## src/rtl/wdt_pkg.sv

```systemverilog
// Package of shared types for the staged watchdog.
// Assumes the 2-bit mode and 2-bit stage encodings listed in the brief.
package wdt_pkg;

    typedef enum logic [1:0] {
        ST_ARMED = 2'd0,
        ST_IRQ   = 2'd1,
        ST_NMI   = 2'd2,
        ST_RESET = 2'd3
    } wdt_stage_e;

    localparam logic [1:0] MODE_OFF  = 2'd0;
    localparam logic [1:0] MODE_IRQ  = 2'd1;
    localparam logic [1:0] MODE_NMI  = 2'd2;
    localparam logic [1:0] MODE_FULL = 2'd3;

endpackage

```

## src/rtl/wdt_prescaler.sv

```systemverilog
// Prescaler: divides the clock by 2^PRE_W and gives one tick per wrap.
// Assumes clear has priority over run. While run is low, the count holds.
module wdt_prescaler #(
    parameter int PRE_W = 8
) (
    input  logic clk,
    input  logic rst_n,
    input  logic run,
    input  logic clear,
    output logic tick
);

    logic [PRE_W-1:0] pre_q;

    // purpose: a tick marks the last clock of each prescaler wrap
    always_comb tick = run && !clear && (&pre_q);

    // purpose: advance the prescaler while the core is enabled
    always_ff @(posedge clk) begin
        if (!rst_n || clear) begin
            pre_q <= '0;
        end else if (run) begin
            pre_q <= pre_q + PRE_W'(1);
        end
    end

    AST_TICK_RESTARTS: assert property (@(posedge clk) disable iff (!rst_n)
        tick |=> (pre_q == '0));

endmodule

```

## src/rtl/wdt_decrementer.sv

```systemverilog
// Period decrementer: holds {length, ones} and counts down once per tick.
// When a tick arrives at zero it flags expire and reloads itself.
// Assumes reload has priority over tick.
module wdt_decrementer #(
    parameter int LEN_W = 16,
    parameter int LOW_W = 8
) (
    input  logic             clk,
    input  logic             rst_n,
    input  logic [LEN_W-1:0] len,
    input  logic             reload,
    input  logic             tick,
    output logic             expire
);

    localparam int CNT_W = LEN_W + LOW_W;

    logic [CNT_W-1:0] cnt_q;
    logic [CNT_W-1:0] start_val;

    // purpose: form the start value of each period
    always_comb start_val = {len, {LOW_W{1'b1}}};

    // purpose: a period ends on a tick that finds the count at zero
    always_comb expire = tick && !reload && (cnt_q == '0);

    // purpose: load on reload or at the end of a period, count down on ticks
    always_ff @(posedge clk) begin
        if (!rst_n) begin
            cnt_q <= '0;
        end else if (reload || expire) begin
            cnt_q <= start_val;
        end else if (tick) begin
            cnt_q <= cnt_q - CNT_W'(1);
        end
    end

    AST_COUNT_HOLDS: assert property (@(posedge clk) disable iff (!rst_n)
        (!reload && !tick) |=> $stable(cnt_q));
    AST_COUNT_STEPS: assert property (@(posedge clk) disable iff (!rst_n)
        (tick && !reload && cnt_q != '0) |=> (cnt_q == $past(cnt_q) - CNT_W'(1)));

endmodule

```

## src/rtl/wdt_escalator.sv

```systemverilog
// Stage machine: moves up one stage at each period end, as far as the mode allows.
// At the step into the reset stage it gives a one-clock soft-reset request.
// Assumes expire only comes while the core is enabled, and clear wins over expire.
module wdt_escalator
    import wdt_pkg::*;
(
    input  logic       clk,
    input  logic       rst_n,
    input  logic       clear,
    input  logic       expire,
    input  logic [1:0] mode,
    output wdt_stage_e stage,
    output logic       irq,
    output logic       nmi,
    output logic       srst
);

    wdt_stage_e stage_q;
    logic       srst_q;

    // purpose: step the stage at each period end, limited by the mode
    always_ff @(posedge clk) begin
        if (!rst_n) begin
            stage_q <= ST_ARMED;
            srst_q  <= 1'b0;
        end else begin
            srst_q <= 1'b0;
            if (clear) begin
                stage_q <= ST_ARMED;
            end else if (expire) begin
                unique case (stage_q)
                    ST_ARMED: if (mode != MODE_OFF)  stage_q <= ST_IRQ;
                    ST_IRQ:   if (mode == MODE_NMI || mode == MODE_FULL) stage_q <= ST_NMI;
                    ST_NMI:   if (mode == MODE_FULL) begin
                                  stage_q <= ST_RESET;
                                  srst_q  <= 1'b1;
                              end
                    ST_RESET: stage_q <= ST_RESET;
                    default:  stage_q <= ST_ARMED;
                endcase
            end
        end
    end

    // purpose: turn the held stage into level outputs
    always_comb begin
        stage = stage_q;
        irq   = (stage_q != ST_ARMED);
        nmi   = (stage_q == ST_NMI) || (stage_q == ST_RESET);
        srst  = srst_q;
    end

    AST_IRQ_HELD: assert property (@(posedge clk) disable iff (!rst_n)
        (irq && !clear) |=> irq);
    AST_NMI_HELD: assert property (@(posedge clk) disable iff (!rst_n)
        (nmi && !clear) |=> nmi);
    AST_SRST_SINGLE: assert property (@(posedge clk) disable iff (!rst_n)
        srst |=> !srst);
    AST_SRST_FULL_ONLY: assert property (@(posedge clk) disable iff (!rst_n)
        srst |-> (mode == MODE_FULL));
    AST_OFF_QUIET: assert property (@(posedge clk) disable iff (!rst_n)
        (mode == MODE_OFF) |-> (stage_q == ST_ARMED));
    AST_CLEAR_ARMS: assert property (@(posedge clk) disable iff (!rst_n)
        clear |=> (stage_q == ST_ARMED && !srst_q));
    AST_ONE_STEP: assert property (@(posedge clk) disable iff (!rst_n)
        (!clear && stage_q != ST_RESET) |=>
            (stage_q == $past(stage_q) || stage_q == wdt_stage_e'($past(stage_q) + 2'd1)));

endmodule

```

## src/rtl/wdt_core.sv

```systemverilog
// One watchdog core: configuration registers, prescaler, decrementer and stage machine.
// A write to this core or a poke reloads the period and clears the stage.
module wdt_core
    import wdt_pkg::*;
#(
    parameter int LEN_W = 16,
    parameter int LOW_W = 8,
    parameter int PRE_W = 8,
    localparam int RD_W = LEN_W + 4
) (
    input  logic             clk,
    input  logic             rst_n,
    input  logic             cfg_hit,
    input  logic [LEN_W-1:0] cfg_len,
    input  logic [1:0]       cfg_mode,
    input  logic             poke,
    output logic [RD_W-1:0]  status,
    output logic             irq,
    output logic             nmi,
    output logic             srst
);

    logic [LEN_W-1:0] len_q;
    logic [1:0]       mode_q;
    logic [LEN_W-1:0] len_next;
    logic             clear;
    logic             run;
    logic             tick;
    logic             expire;
    wdt_stage_e       stage;

    // purpose: latch length and mode on a write addressed to this core
    always_ff @(posedge clk) begin
        if (!rst_n) begin
            len_q  <= '0;
            mode_q <= MODE_OFF;
        end else if (cfg_hit) begin
            len_q  <= cfg_len;
            mode_q <= cfg_mode;
        end
    end

    // purpose: derive the shared restart, the enable and the length to load
    always_comb begin
        clear    = poke || cfg_hit;
        run      = (mode_q != MODE_OFF);
        len_next = cfg_hit ? cfg_len : len_q;
        status   = {len_q, mode_q, stage};
    end

    wdt_prescaler #(.PRE_W(PRE_W)) u_pre (
        .clk   (clk),
        .rst_n (rst_n),
        .run   (run),
        .clear (clear),
        .tick  (tick)
    );

    wdt_decrementer #(.LEN_W(LEN_W), .LOW_W(LOW_W)) u_dec (
        .clk    (clk),
        .rst_n  (rst_n),
        .len    (len_next),
        .reload (clear),
        .tick   (tick),
        .expire (expire)
    );

    wdt_escalator u_esc (
        .clk    (clk),
        .rst_n  (rst_n),
        .clear  (clear),
        .expire (expire),
        .mode   (mode_q),
        .stage  (stage),
        .irq    (irq),
        .nmi    (nmi),
        .srst   (srst)
    );

    AST_CFG_STORED: assert property (@(posedge clk) disable iff (!rst_n)
        cfg_hit |=> (len_q == $past(cfg_len) && mode_q == $past(cfg_mode)));

endmodule

```

## src/rtl/wdt_cluster.sv

```systemverilog
// Top level: NUM_CORES watchdog cores sharing one write port and one read port.
// Assumes cfg_core and rd_core address an existing core. A read of any other value returns zero.
module wdt_cluster #(
    parameter int NUM_CORES = 4,
    parameter int LEN_W     = 16,
    parameter int LOW_W     = 8,
    parameter int PRE_W     = 8,
    parameter int CORE_W    = (NUM_CORES > 1) ? $clog2(NUM_CORES) : 1
) (
    input  logic                 clk,
    input  logic                 rst_n,
    input  logic                 cfg_we,
    input  logic [CORE_W-1:0]    cfg_core,
    input  logic [LEN_W-1:0]     cfg_len,
    input  logic [1:0]           cfg_mode,
    input  logic [NUM_CORES-1:0] poke,
    input  logic [CORE_W-1:0]    rd_core,
    output logic [LEN_W+3:0]     rd_data,
    output logic [NUM_CORES-1:0] irq,
    output logic [NUM_CORES-1:0] nmi,
    output logic [NUM_CORES-1:0] srst_req
);

    localparam int RD_W = LEN_W + 4;

    logic [RD_W-1:0] status [NUM_CORES];

    for (genvar g = 0; g < NUM_CORES; g++) begin : g_core
        logic hit;

        // purpose: decode the write strobe for this core
        always_comb hit = cfg_we && (cfg_core == CORE_W'(g));

        wdt_core #(.LEN_W(LEN_W), .LOW_W(LOW_W), .PRE_W(PRE_W)) u_core (
            .clk      (clk),
            .rst_n    (rst_n),
            .cfg_hit  (hit),
            .cfg_len  (cfg_len),
            .cfg_mode (cfg_mode),
            .poke     (poke[g]),
            .status   (status[g]),
            .irq      (irq[g]),
            .nmi      (nmi[g]),
            .srst     (srst_req[g])
        );

        AST_OTHER_CORE_KEEPS: assert property (@(posedge clk) disable iff (!rst_n)
            (!hit && !poke[g] && irq[g]) |=> irq[g]);
    end

    // purpose: select the status word of the read core
    always_comb begin
        rd_data = '0;
        for (int i = 0; i < NUM_CORES; i++) begin
            if (rd_core == CORE_W'(i)) rd_data = status[i];
        end
    end

endmodule

```

## config.mk

```make
export PLATFORM = sky130hd
export DESIGN_NAME = wdt_cluster
export DESIGN_NICKNAME = d
export VERILOG_FILES = /design/src/rtl/wdt_pkg.sv /design/src/rtl/wdt_prescaler.sv /design/src/rtl/wdt_decrementer.sv /design/src/rtl/wdt_escalator.sv /design/src/rtl/wdt_core.sv /design/src/rtl/wdt_cluster.sv
export SDC_FILE = /design/constraint.sdc
export NUM_CORES = 1
export LEC_CHECK = 0
export BUFFER_PORTS_ARGS = -buffer_cell sky130_fd_sc_hd__clkbuf_2
export CAP_MARGIN = 5
export CORE_UTILIZATION = 50
export CTS_BUF_LIST = sky130_fd_sc_hd__clkbuf_4 sky130_fd_sc_hd__clkbuf_8
export CTS_CLUSTER_SIZE = 16
export DETAILED_ROUTE_END_ITERATION = 8
export PLACE_DENSITY = 0.65
export SYNTH_ARGS = -nofsm -noshare
export SYNTH_HDL_FRONTEND = slang
export SYNTH_SLANG_ARGS = --single-unit
export TNS_END_PERCENT = 10
```

## constraint.sdc

```tcl
create_clock -name clk -period 3.35 [get_ports clk]
set_clock_uncertainty 0.2 [all_clocks]
set_input_delay 0.5025 -clock clk [delete_from_list [all_inputs] [get_ports clk]]
set_output_delay 0.5025 -clock clk [all_outputs]
set_load 0.03 [all_outputs]
```

==> impl_metrics.py, run 1 <==
metrics = {
    "clocking": {
        "htree_levels": 2,
        "hold_buffers": 0,
        "cts_buffers": 38,
        "post-cts-setup-buffers": 0,
        "cts_max_path_buffers": 3,
        "clock_latency_ns": 0.55,
        "clock_sinks": 212,
        "cts_tree": "built",
        "cts_resized": 0,
        "cts_root_buf": "clkbuf_8",
        "path_clk_slew_ns": 0.06,
    },
    "sta": {
        "drv_slew": 0,
        "finalCriticalPeriod_ns": 2.930,
        "setup_viol": 0,
        "finalCritPeriodShare": 0.8746,
        "rsz0062_at_grt": "no",
        "setup_tns_ns": 0,
        "fmax_ghz": 0.3413,
        "worstMarginPinSlew_ns": 0.7328,
        "relSlewSlack": 0.5115,
        "fin_ws_ns": 0.4200,
        "whs_ns": 0.08610,
        "hold_viol_final": 0,
    },
    "pwr": {
        "seqPwrFrac": 0.459,
        "p_int_mw": 4.288,
        "p_per_area_nw_per_um2": 476.8,
        "combPwrFrac": 0.117,
        "clock_power_share": 0.424,
        "p_leak_nw": 4.689,
        "switching_share": 0.2784,
        "p_sw_mw": 1.655,
        "finalPower_mw": 5.943,
        "vdd_drop_max_uv": 276.4,
    },
    "die": {
        "core_area_um2": 21290,
        "io_pins": 61,
        "start_util": 0.5161,
        "fp.dieH_um": 150.2,
        "rows": 53,
        "dieArea_um2": 22570,
        "die_x_um": 150.2,
    },
    "logic_synthesis": {
        "synth_seq_cells": 212,
        "syn-num-nets": 1390,
        "syn_inst": 1349,
        "ys_types": 76,
        "synth_edf_count": 0,
        "ys_seq_area_frac": 0.3863,
        "syn_area_per_cell_um2": 8.143,
        "synth_top_flop_cell": "dfxtp_1",
        "postSynth.asyncResetShare": 0,
        "synth_area_um2": 10990,
        "yosysWarnings": 0,
    },
    "place": {
        "pre_cts_ws_ns": 0.4550,
        "portBuffers": 60,
        "routabilityCongestion": 0.9396,
        "post-dp-hpwl_um": 24710,
        "dp_cells": 1652,
    },
    "global_routing": {
        "gr-usage-all-layers": 0.3104,
        "grt_overflow": 0,
        "grt_antenna_before_repair": 0,
        "grt_pass1_wl_um": 54490,
        "grt_max_degree": 72,
        "first_global_vias": 9795,
    },
    "critical_path": {
        "start_kind": "flop",
        "crit_arrival_ns": 3.16,
        "path_max_fanout": 13,
        "crit_path_end": "g_core[0].u_core.u_dec.cnt_q[20]$_SDFFE_PN0P_",
        "cp-end-kind": "flop",
        "r2r-end": "g_core[0].u_core.u_dec.cnt_q[20]$_SDFFE_PN0P_",
        "crit_required_ns": 3.58,
        "timing.reg2reg.setup_slack_ns": 0.42,
        "crit_start": "g_core[0].u_core.u_dec.cnt_q[5]$_SDFFE_PN0P_",
        "path_class": "reg -> reg",
        "rr_worst_depth": 6,
        "rr_startpoint": "g_core[0].u_core.u_dec.cnt_q[5]$_SDFFE_PN0P_",
    },
    "flow_run": {
        "maxCapViolations": 0,
    },
    "min_path": {
        "hold_class": "in -> reg",
    },
    "cells_and_area": {
        "final_nets": 1458,
        "layoutNonFillerInstCount": 1718,
        "diodes": 0,
        "nFillCells": 1975,
        "syn2layout_area_growth_pct": 13.46,
        "drive_gt1_frac": 0.1566,
        "register_area_um2": 4244,
        "multi_input_area_um2": 6272,
    },
    "route": {
        "vias": 10800,
        "wl_um": 34560,
        "drt_iter0_drc": 982,
        "drt_first_pass_iters": 5,
        "wire_per_inst_um": 20.12,
        "remaining_drc_errors": 0,
        "vias_per_cell": 6.288,
        "ant_nets": 0,
    },
    "outcome": {
        "status": "finished, final reports clean",
    },
}
cell families (layout without fill, tap and decap cells):
| group | count (synthesis) | in the layout | synth area share |
|---|---|---|---|
| buffers and inverters | 112 | 206 | 0.04317 |
| AO/OA/AOI/OAI | 329 | 329 | 0.1900 |
| multiplexers | 50 | 50 | 0.06868 |
| XOR/XNOR | 48 | 48 | 0.03827 |
| AND/OR/NAND/NOR | 582 | 582 | 0.2563 |
| adder cells (fa/ha/maj) | 16 | 16 | 0.01731 |
| flip-flops | 212 | 212 | 0.3863 |
power by group through the flow:
stage	sequential, mW	combinational (mW)	clock, mW
after detailed placement	2.78	0.681	0
after global routing	2.74	0.759	2.66
final	2.73	0.696	2.52
after CTS	2.72	0.684	2.55
after floorplan	2.74	0.468	0
after global placement	2.77	0.674	0
cells in the final DEF, fill, tap and decap left out, types with 7 or more instances in the layout:
cell type / Yosys / final
o211ai_1: 9 / 9
a31oi_1: 9 / 9
nand2_1: 189 / 189
o221ai_1: 7 / 7
mux2i_1: 27 / 27
buf_4: 13 / 54
mux4_2: 20 / 20
a211oi_1: 8 / 8
clkbuf_8: 0 / 48
a21oi_1: 130 / 130
o22ai_1: 7 / 7
nand3b_1: 9 / 9
clkbuf_4: 0 / 12
nand4_1: 32 / 32
clkbuf_2: 0 / 60
o311ai_0: 9 / 9
nor2_1: 131 / 131
or3_1: 16 / 16
inv_1: 24 / 24
xor2_1: 27 / 27
o21ai_0: 55 / 55
or4_1: 11 / 11
nor3_1: 53 / 53
or2_2: 8 / 8
ha_1: 12 / 12
and3_1: 8 / 8
xnor2_1: 21 / 21
dfxtp_1: 212 / 212
nor4_1: 39 / 39
nand3_1: 48 / 48
o21a_1: 12 / 12
worst min-delay path by stage:
stage,from,endpoint,slack (ns),cells after the start
6_report,rst_n,g_core[0].u_core.mode_q[0]$_SDFFE_PN0P_,0.09,3
5_1_grt,rst_n,g_core[0].u_core.len_q[6]$_SDFF_PN0_,0.1,3
4_1_cts,rst_n,g_core[0].u_core.mode_q[0]$_SDFFE_PN0P_,0.07,3
3_5_place_dp,g_core[0].u_core.u_dec.cnt_q[12]$_SDFFE_PN0P_,g_core[0].u_core.u_dec.cnt_q[12]$_SDFFE_PN0P_,0.27,2
3_3_place_gp,g_core[0].u_core.u_dec.cnt_q[12]$_SDFFE_PN0P_,g_core[0].u_core.u_dec.cnt_q[12]$_SDFFE_PN0P_,0.26,2
2_1_floorplan,g_core[3].u_core.u_esc.stage[1]$_SDFFE_PP0P_,g_core[3].u_core.u_esc.srst$_SDFF_PP0_,0.24,2
cell usage after synthesis, types with 16 or more instances:
cell type / number / area, um^2
a21oi_1: 130 / 650.6
clkbuf_1: 66 / 247.7
dfxtp_1: 212 / 4244
inv_1: 24 / 90.09
mux2i_1: 27 / 270.3
mux4_2: 20 / 450.4
nand2_1: 189 / 709.4
nand3_1: 48 / 240.2
nand4_1: 32 / 200.2
nor2_1: 131 / 491.7
nor3_1: 53 / 265.3
nor4_1: 39 / 244.0
o21ai_0: 55 / 275.3
or3_1: 16 / 100.1
xnor2_1: 21 / 183.9
xor2_1: 27 / 236.5
critical path, cell delays in order, from the launching register on:
cell and delay [ns]:
dfxtp_1 0.34, or4_1 0.66, or4_4 0.59, and3b_2 0.43, o21ai_1 0.11, and3_1 0.19, a311o_1 0.31
metal layers:
metal  wire [um]  track usage  vias up  share of wire
li1            -            -     5104              -
met1       15220       0.4247     5168           0.44
met2       15770       0.4917      444           0.46
met3        2570      0.05303       87          0.074
met4        1001       0.1096        0          0.029
met5           0            0        -              0
state kept, by name (all words and copies together) (netlist names):
name,count
g_core.u_core.len_q,64
g_core.u_core.u_esc.srst,4
g_core.u_core.u_esc.stage,8
g_core.u_core.u_pre.pre_q,32
g_core.u_core.mode_q,8
g_core.u_core.u_dec.cnt_q,96
through the flow:
| stage | util | area, um^2 |
|---|---|---|
| 2_1_floorplan | - | 10990 |
| 3_3_place_gp | 0.5488 | 11680 |
| 3_5_place_dp | 0.5488 | 11680 |
| 4_1_cts | 0.5856 | 12460 |
| 5_1_grt | 0.5856 | 12460 |
| 6_report | 0.5856 | 12460 |
final cells by class:
type,count,share of cell area
clock buffers,60,0.06023
clock inverters,6,0.002610
inverters,25,0.007629
multi-input cells,1025,0.5032
flip-flops and latches,212,0.3405
well taps,275,0.02760
repair buffers,115,0.05822
Note: power is estimated with default switching activity, not from simulation.
==> run 2, diff against run 1 <==
--- a/config.mk
+++ b/config.mk
@@ -7,12 +7,13 @@
 export LEC_CHECK = 0
 export BUFFER_PORTS_ARGS = -buffer_cell sky130_fd_sc_hd__clkbuf_2
 export CAP_MARGIN = 5
-export CORE_UTILIZATION = 50
+export CORE_UTILIZATION = 45
 export CTS_BUF_LIST = sky130_fd_sc_hd__clkbuf_4 sky130_fd_sc_hd__clkbuf_8
 export CTS_CLUSTER_SIZE = 16
 export DETAILED_ROUTE_END_ITERATION = 8
-export PLACE_DENSITY = 0.65
+export PLACE_DENSITY = 0.6
 export SYNTH_ARGS = -nofsm -noshare
 export SYNTH_HDL_FRONTEND = slang
+export SYNTH_HIERARCHICAL = 1
 export SYNTH_SLANG_ARGS = --single-unit
 export TNS_END_PERCENT = 10
==> run 2 against run 1 <==
  * Flip-flop and latch count is the same
  * Clock power shrank 4%
  * Critical path depth grew 2
  * Combinational power shrank 5.6%
  * Highest routed layer unchanged
  * Clock-buffer cell count shrank 6
  * Area after synthesis shrank 4.0%
  * Maximum frequency shrank 3.5%
  * Critical endpoint is now g_core[3].u_core/u_dec/cnt_q[12]$_SDFFE_PN0P_
==> impl_metrics.py, run 2 <==
metrics = {
    "sta": {
        "hold_viol_final": 0,
        "relSlewSlack": 0.6165,
        "setup_viol": 0,
        "fmax_ghz": 0.3293,
        "rsz0062_at_grt": "no",
        "finalCritPeriodShare": 0.9065,
        "finalCriticalPeriod_ns": 3.037,
        "fin_ws_ns": 0.3131,
        "worstMarginPinSlew_ns": 0.5753,
        "drv_slew": 0,
    },
    "die": {
        "fp.dieH_um": 155.1,
        "dieArea_um2": 24050,
        "io_pins": 61,
        "start_util": 0.4630,
        "core_area_um2": 22780,
        "rows": 55,
        "die_x_um": 155.1,
    },
    "cells_and_area": {
        "final_nets": 1205,
        "nFillCells": 2116,
        "layoutNonFillerInstCount": 1499,
        "syn2layout_area_growth_pct": 14.08,
        "reg_top3": "g_core.u_core/u_dec/cnt_q x96, g_core.u_core/len_q x64, g_core.u_core/u_pre/pre_q x32",
        "diodes": 0,
        "mostFrequentLayoutCells": "dfxtp_1, a21oi_1, o21ai_0",
        "multi_input_area_um2": 5904,
        "drive_gt1_frac": 0.2555,
        "register_area_um2": 4244,
        "final_area_um2": 12030,
        "largest_register_ffs": 96,
        "final_util": 0.5282,
        "final_common_cell": "dfxtp_1",
        "top_register": "g_core.u_core/u_dec/cnt_q",
    },
    "place": {
        "dp_cells": 1437,
        "place_area_um2": 11280,
        "portBuffers": 60,
        "post-dp-hpwl_um": 17950,
        "pre_cts_ws_ns": -0.009177,
        "routabilityCongestion": 0.8446,
    },
    "clocking": {
        "cts_tree": "built",
        "clock_latency_ns": 0.53,
        "path_clk_slew_ns": 0.06,
        "post-cts-setup-buffers": 0,
        "cts_resized": 0,
        "htree_levels": 2,
        "clock_sinks": 212,
        "hold_buffers": 0,
        "cts_max_path_buffers": 3,
        "cts_root_buf": "clkbuf_8",
        "cts_buffers": 38,
    },
    "route": {
        "drt_first_pass_iters": 4,
        "vias": 7944,
        "ant_nets": 0,
        "remaining_drc_errors": 0,
        "vias_per_cell": 5.300,
        "wl_um": 24710,
        "wire_per_inst_um": 16.49,
        "drt_iter0_drc": 426,
    },
    "critical_path": {
        "slowest_delay_ns": 0.45,
        "rr_worst_depth": 8,
        "path_max_fanout": 7,
        "rr_startpoint": "g_core[3].u_core/mode_q[1]$_SDFFE_PN0P_",
        "crit_path_end": "g_core[3].u_core/u_dec/cnt_q[12]$_SDFFE_PN0P_",
        "timing.reg2reg.setup_slack_ns": 0.31,
        "crit_start": "g_core[3].u_core/mode_q[1]$_SDFFE_PN0P_",
        "cp_slowest_cell": "or4bb_1",
        "start_kind": "flop",
        "crit_arrival_ns": 3.26,
        "crit_required_ns": 3.57,
        "path_class": "reg -> reg",
        "cp_cell_sequence": "or2_2, nand3_1, nor4_4, or4bb_1, or3_1, nor4_1, xnor2_1, a21oi_1",
        "cp-end-kind": "flop",
        "r2r-end": "g_core[3].u_core/u_dec/cnt_q[12]$_SDFFE_PN0P_",
    },
    "logic_synthesis": {
        "synth_edf_count": 0,
        "syn_inst": 1080,
        "yosysMostFrequentCell": "dfxtp_1",
        "yosysTopAreaCell": "dfxtp_1",
        "postSynth.asyncResetShare": 0,
        "netlist_top_cells_area": "dfxtp_1, xnor2_1, a21oi_1",
        "syn_area_per_cell_um2": 9.765,
        "ys_seq_area_frac": 0.4024,
        "synth_area_um2": 10550,
        "synth_top_flop_cell": "dfxtp_1",
        "synth.top_cells.by_count": "dfxtp_1, a21oi_1, o21ai_0, xnor2_1, nor2_1",
        "yosysWarnings": 6,
        "yosys.area.top_type_share": 0.4024,
        "ys_types": 52,
        "syn-num-nets": 1121,
        "synth_seq_cells": 212,
    },
    "pwr": {
        "finalPower_mw": 5.814,
        "vdd_drop_max_uv": 282.5,
        "p_per_area_nw_per_um2": 483.3,
        "p_leak_nw": 4.542,
    },
    "global_routing": {
        "first_global_vias": 7778,
        "gr-usage-all-layers": 0.2102,
        "grt_pass1_wl_um": 40060,
        "grt_antenna_before_repair": 0,
        "grt_max_degree": 69,
        "grt_overflow": 0,
    },
    "min_path": {
        "hold_class": "in -> reg",
    },
    "flow_run": {
        "maxCapViolations": 0,
    },
    "outcome": {
        "status": "finished, final reports clean",
    },
}
[run 2: cell types whose count changed in the layout (fill, tap and decap cells not counted), moves of 33 or more]
cell,previous run,this run
nand2_1,189,42
nor2_1,131,57
and2_1,4,56
xnor2_1,21,59
a21oi_1,130,94
mux2_2,3,36
[run 2: cells by family after synthesis]
logic type      count (synthesis)  synth area share
compound gates                206            0.1096
xor+xnor                       98           0.08139
simple gates                  380            0.2176
flops                         212            0.4024
fa+ha+maj                      12           0.01424
buf+inv                        76           0.04235
mux                            96            0.1324
[run 2: critical path, delay by kind of cell (launching register included)]
family	cells	cell delay (ns)
flops	1	0.44
simple gates	6	2.04
xor+xnor	1	0.16
compound gates	1	0.08
[run 2: metal layers]
metal	global-route usage	routed length (um)	vias to the layer above
met2	0.3546	11780	100
li1	-	-	4052
met5	0	0	-
met4	0.08157	702	0
met3	0.03398	894	42
met1	0.2688	11330	3750
[run 2: cell type report]
cell class                 count  area share
multi-input combinational    792      0.4907
inverter                      17    0.005304
clock inverter                 8    0.003328
sequential                   212      0.3527
clock buffer                  54     0.05917
timing repair buffer         103     0.05616
tap                          313     0.03255
[run 2: through the flow]
stage | hold slack [ns] | setup TNS [ns]
6_report | 0.1115 | 0
2_1_floorplan | 0.2495 | -1.540
4_1_cts | 0.07646 | 0
3_3_place_gp | 0.2727 | 0
5_1_grt | 0.1249 | 0
3_5_place_dp | 0.2820 | -0.01260
[run 2: how the worst min path moves through the flow]
| stage | slack (ns) | cells after the start | end | startpoint |
|---|---|---|---|---|
| final | 0.11 | 3 | g_core[0].u_core/mode_q[1]$_SDFFE_PN0P_ | cfg_mode[1] |
| after global placement | 0.27 | 2 | g_core[1].u_core/u_pre/pre_q[7]$_SDFFE_PP0P_ | g_core[1].u_core/u_pre/pre_q[7]$_SDFFE_PP0P_ |
| after global routing | 0.12 | 3 | g_core[1].u_core/mode_q[1]$_SDFFE_PN0P_ | cfg_mode[1] |
| after floorplan | 0.25 | 1 | g_core[2].u_core/u_esc/srst$_SDFF_PP0_ | g_core[2].u_core/u_esc/stage[0]$_SDFFE_PP0P_ |
| after CTS | 0.08 | 3 | g_core[3].u_core/mode_q[1]$_SDFFE_PN0P_ | cfg_mode[1] |
| after detailed placement | 0.28 | 2 | g_core[1].u_core/u_pre/pre_q[7]$_SDFFE_PP0P_ | g_core[1].u_core/u_pre/pre_q[7]$_SDFFE_PP0P_ |
[run 2: power breakdown]
group	internal, mW	switching, mW	total, mW	leakage (nW)
Combinational	0.301	0.356	0.657	2.40
Sequential	2.64	0.111	2.75	1.74
Clock	1.36	1.05	2.41	0.407
Total	4.29	1.52	5.81	4.54
